==> config.mk <==
export PLATFORM = sky130hd
export DESIGN_NAME = mailbox_regs
export DESIGN_NICKNAME = d
export VERILOG_FILES = /design/src/rtl/mailbox_regs.sv
export SDC_FILE = /design/constraint.sdc
export NUM_CORES = 1
export LEC_CHECK = 0
export ABC_AREA = 1
export BUFFER_PORTS_ARGS = -buffer_cell sky130_fd_sc_hd__buf_2
export CORE_UTILIZATION = 45
export DETAILED_ROUTE_END_ITERATION = 7
export MAX_ROUTING_LAYER = met4
export PLACE_DENSITY = 0.65
export SYNTH_ARGS = -nofsm -noshare
export SYNTH_HDL_FRONTEND = slang
export SYNTH_SLANG_ARGS = --single-unit
==> constraint.sdc <==
create_clock -name clk -period 7.3 [get_ports clk]
set_input_delay 1.46 -clock clk [delete_from_list [all_inputs] [get_ports clk]]
set_output_delay 1.46 -clock clk [all_outputs]
set_load 0.05 [all_outputs]
==> src/rtl/mailbox_regs.sv <==
module mailbox_regs #(
  parameter int DW   = 16,
  parameter int AW   = 3,
  parameter int NREQ = 3,
  parameter int NRSP = 2
) (
  input  logic          clk,
  input  logic          rst_n,
  input  logic          m_wr,
  input  logic          m_rd,
  input  logic [AW-1:0] m_addr,
  input  logic [DW-1:0] m_wdata,
  output logic [DW-1:0] m_rdata,
  input  logic          s_wr,
  input  logic          s_rd,
  input  logic [AW-1:0] s_addr,
  input  logic [DW-1:0] s_wdata,
  output logic [DW-1:0] s_rdata,
  output logic          req_pending,
  output logic          rsp_ready,
  output logic          overrun,
  output logic          irq_slave,
  output logic          irq_master
);
  localparam int RSP_BASE = NREQ;

  logic [DW-1:0] req_q [NREQ];
  logic [DW-1:0] rsp_q [NRSP];

  wire cmd_wr  = m_wr && (m_addr == '0);
  wire rsp0_wr = s_wr && (s_addr == AW'(RSP_BASE));
  wire rsp0_rd = m_rd && (m_addr == AW'(RSP_BASE));

  function automatic logic [DW-1:0] pick(input logic [AW-1:0] a);
    logic [DW-1:0] v;
    v = '0;
    for (int i = 0; i < NREQ; i++)
      if (a == AW'(i)) v = req_q[i];
    for (int j = 0; j < NRSP; j++)
      if (a == AW'(RSP_BASE + j)) v = rsp_q[j];
    return v;
  endfunction

  always_ff @(posedge clk) begin
    if (!rst_n) begin
      for (int i = 0; i < NREQ; i++) req_q[i] <= '0;
    end else if (m_wr) begin
      for (int i = 0; i < NREQ; i++)
        if (m_addr == AW'(i)) req_q[i] <= m_wdata;
    end
  end

  always_ff @(posedge clk) begin
    if (!rst_n) begin
      for (int j = 0; j < NRSP; j++) rsp_q[j] <= '0;
    end else if (s_wr) begin
      for (int j = 0; j < NRSP; j++)
        if (s_addr == AW'(RSP_BASE + j)) rsp_q[j] <= s_wdata;
    end
  end

  always_ff @(posedge clk) begin
    if (!rst_n) begin
      m_rdata <= '0;
      s_rdata <= '0;
    end else begin
      if (m_rd) m_rdata <= pick(m_addr);
      if (s_rd) s_rdata <= pick(s_addr);
    end
  end

  always_ff @(posedge clk) begin
    if (!rst_n) begin
      req_pending <= 1'b0;
      rsp_ready   <= 1'b0;
      overrun     <= 1'b0;
    end else begin
      if (cmd_wr)       req_pending <= 1'b1;
      else if (rsp0_wr) req_pending <= 1'b0;

      if (cmd_wr && req_pending) overrun <= 1'b1;
      else if (rsp0_wr)          overrun <= 1'b0;

      if (rsp0_wr)      rsp_ready <= 1'b1;
      else if (rsp0_rd) rsp_ready <= 1'b0;
    end
  end

  assign irq_slave  = req_pending;
  assign irq_master = rsp_ready;
endmodule


==> results.md <==
- Sum of net half-perimeters after detailed placement: around 11000 um
- Initial antenna violation count: 0
- Dominant cell by count in the synthesized netlist: sky130_fd_sc_hd__nand2_1
- Total inserted antenna cells: 0
- Filler Cell Count: between 1000 and 1500
- Die width: around 110 um
- Boundary pin count: between 80 and 90
- Vertical die dimension: 114 um
- Worst hold slack across all endpoints: roughly 460 ps
- Count of input and output buffers: 80
- Run status: completed
- Data arrival, critical path: 3030 ps
- Final layout net count: about 760
- Post-synthesis sequential area ratio: a little under three fifths
- Total negative setup slack: 0 ps
- Synthesized flop and latch total: roughly 120
- Top Family by Delay on Critical Path: simple AND/OR/NAND/NOR gates
- Net switching power: roughly 450 uW
- Maximum number of pins on one net before global-route repair: 34
- Hold Path Cell Cnt: 2
- Max capacitance violation total: 0
- Ratio of total power to cell area: ~260 mW/mm^2
- Top post-synthesis cells by area: sky130_fd_sc_hd__edfxtp_1 43%, sky130_fd_sc_hd__dfxtp_1 12%, sky130_fd_sc_hd__nand2_1 12%, sky130_fd_sc_hd__nor2_1 5.3%, sky130_fd_sc_hd__inv_1 5.1%
- Part of the power in the clock network: 44.4%
- Violation count after the first detailed-route iteration: ~420
- Required time at the endpoint of the critical path: approximately 7300 ps
- Final Slew Violations: 0
- Worst Hold Launch: s_rdata[12]$_SDFFE_PN0P_
- Root buf cell: sky130_fd_sc_hd__clkbuf_16
- Total area of multi-input combinational cells: around 0.0020 mm^2
- Crit. End Element: flip-flop
- Clock sink count: ~120
- Largest incremental delay on the critical path: about 620 ps
- Type of the tightest min-delay check: reg2reg
- Minimum clock period after layout: approximately 3000 ps
- Worst max-slew margin expressed relative to the limit: 19.7%
- Most instantiated cells after synthesis: 175 x sky130_fd_sc_hd__nand2_1, 80 x sky130_fd_sc_hd__edfxtp_1, 80 x sky130_fd_sc_hd__nor2_1
- Register-to-Register Path Depth: 6
- Count of unresolved DRC violations after routing: 0
- Net Sw Frac: between 20% and 30%
- Crit path buf inv count: 1
- Number of distinct library cell variants in the gate-level netlist after synthesis: 28
- Proportion of layout cells with a drive suffix above 1: between 20% and 30%
- Total gr overflow: 0
- Slew at the pin with the worst max-slew slack: approximately 1200 ps
- Post-Syn Area per Cell: 8.65 um^2
- Final worst clock skew: 9.45 ps
- Final cycle utilization of the critical path: roughly two fifths
- CTS buffer count: 17
- Number of hold violations in the final report: 0
- Register share of total power: 44.4%
- H-tree levels: 4
- Combinational cell fraction of total power: ~11%
- Startpoint of the lowest-slack register-to-register path: rsp_q[0][9]$_DFFE_PP_
- Type of origin of the critical path: input pin
- Fmax: ~330 MHz
- Initial Util: roughly 47%
- Area growth from synthesis to layout: 17.4%
- Number of core rows: 40
- Global-route total usage across every layer: about a quarter
- Clk buf depth: 2
- Post-synthesis cell type with the largest combined area: sky130_fd_sc_hd__edfxtp_1
- Detailed Route WL: 15000 um
- Most frequently used flop master after synthesis: sky130_fd_sc_hd__edfxtp_1
- Setup violation total in the final timing report: 0
- Total iterations of the first detailed-routing run: 5
- Fraction of registers with async set/reset: 0%
- Detailed-route wire length per cell: 16.7 um
- Critical path depth in cells: 5
- Post-cts repair resize count: 0
- Number of global-route vias before repair: roughly 4500
- Global-route wire length before repair: ~23000 um
- Pint: around 1.3 mW
- Post-synth net total: 695
- Worst-case vdd ir drop: about 0.22 mV
- Antenna Nets Post-Route: 0
- Cell-by-cell trace of the critical path: buf_2, nand2_4, nor2_4, nand2_1, nand2_1
- Total area of sequential cells: 0.00310 mm^2
- Number of setup buffers added after CTS: 0
- Leakage: ~3.0 nW
- Instance count of the mapped netlist: around 650
- Gp weighted congestion: about 0.96
- Library cell contributing the largest single delay on the critical path: sky130_fd_sc_hd__nand2_1
- Drt via density: 5.26
- Clock tree from TritonCTS: built
- Vias: about 4700
- Most used cell along the critical path: sky130_fd_sc_hd__nand2_1
- Unrepaired setup endpoints after global routing: false
- Hold bufs inserted after CTS: 0
- Clock-pin slew on the worst setup and hold paths: around 50 ps
- Synth Cell Area: between 0.005 and 0.006 mm^2
- Setup Crit Path Kind: in2reg
- Critical Path Start: s_addr[0]
- Total Die Area: around 0.013 mm^2
- Clk Latency, worst-skew pair: around 420 ps
- Yosys warning count: 0
- Core area: 0.0121 mm^2
- Post-synth top area share: between 40% and 50%
- Crit-path max FO: 18
- Number of enable flip-flop cells after synthesis: 80
-- worst reg2reg max path, stage by stage (launching register included) --
cell	delay (ps)
sky130_fd_sc_hd__edfxtp_1	430
sky130_fd_sc_hd__nor3_2	210
sky130_fd_sc_hd__nor2_1	70
sky130_fd_sc_hd__nand2_1	90
sky130_fd_sc_hd__nand2_1	70
sky130_fd_sc_hd__nand2_1	80
sky130_fd_sc_hd__a21oi_2	60
-- worst paths after layout --
kind	end	slack, ps
max	rsp_q[0][11]$_DFFE_PP_	4310
max reg2reg	s_rdata[9]$_SDFFE_PN0P_	6120
min	s_rdata[12]$_SDFFE_PN0P_	460
min reg2reg	s_rdata[12]$_SDFFE_PN0P_	460
-- state kept, by name (all words and copies together), names as in the netlist --
signal,flops
irq_slave,1
rsp_q,32
req_q,48
overrun,1
m_rdata,16
s_rdata,16
irq_master,1
-- kinds of logic (layout without fill, tap and decap cells) --
family / after synthesis / after routing / synth area share [%]
AND/OR/NAND/NOR: 342 / 342 / 26.9
buffers and inverters: 116 / 198 / 9.44
flip-flops: 115 / 115 / 55.1
AO/OA/AOI/OAI: 78 / 78 / 8.57
-- layer usage --
metal | part of all wire, % | GRT usage [%] | vias up
li1 | - | - | 2271
met1 | 40 | 28.0 | 2226
met2 | 50 | 43.0 | 203
met3 | 5.9 | 4.99 | 38
met4 | 3.7 | 12.6 | 0
met5 | 0 | - | -
-- through the flow --
step | std cells | total power, mW | util, % | cell area, um^2 | worst slack (ps)
2_1_floorplan | 651 | 0.915 | - | 5630 | 3830
3_3_place_gp | 869 | 0.974 | 50.0 | 6050 | 3950
3_5_place_dp | 869 | 0.978 | 50.0 | 6050 | 3870
4_1_cts | 901 | 1.75 | 54.6 | 6610 | 4310
5_1_grt | 901 | 1.80 | 54.6 | 6610 | 4140
6_report | 901 | 1.74 | 54.6 | 6610 | 4310
-- cell usage in the layout, fill, tap and decap left out, drive strengths merged --
| cell type | instances |
|---|---|
| nand3 | 43 |
| clkbuf | 20 |
| edfxtp | 80 |
| nor2 | 82 |
| dfxtp | 35 |
| o31ai | 1 |
| nand2 | 178 |
| o21ai | 34 |
| inv | 82 |
| nor3 | 16 |
| nand4 | 23 |
| clkinv | 11 |
| buf | 84 |
| o21bai | 10 |
| o211ai | 1 |
| a21oi | 32 |
| bufinv | 1 |
-- power groups by stage --
stage	Combinational, mW	Clock [mW]	Sequential, mW
2_1_floorplan	0.102	0	0.813
3_3_place_gp	0.190	0	0.784
3_5_place_dp	0.193	0	0.785
4_1_cts	0.194	0.779	0.772
5_1_grt	0.212	0.809	0.776
6_report	0.195	0.772	0.773
-- final cells by class --
type	count	area share, %
sequential	115	46.9
multi-input combinational	420	30.2
clock buffer	20	7.23
timing repair buffer	84	6.51
inverter	82	4.69
tap	168	3.18
clock inverter	12	1.27
Note: power is estimated with default switching activity, not from simulation.
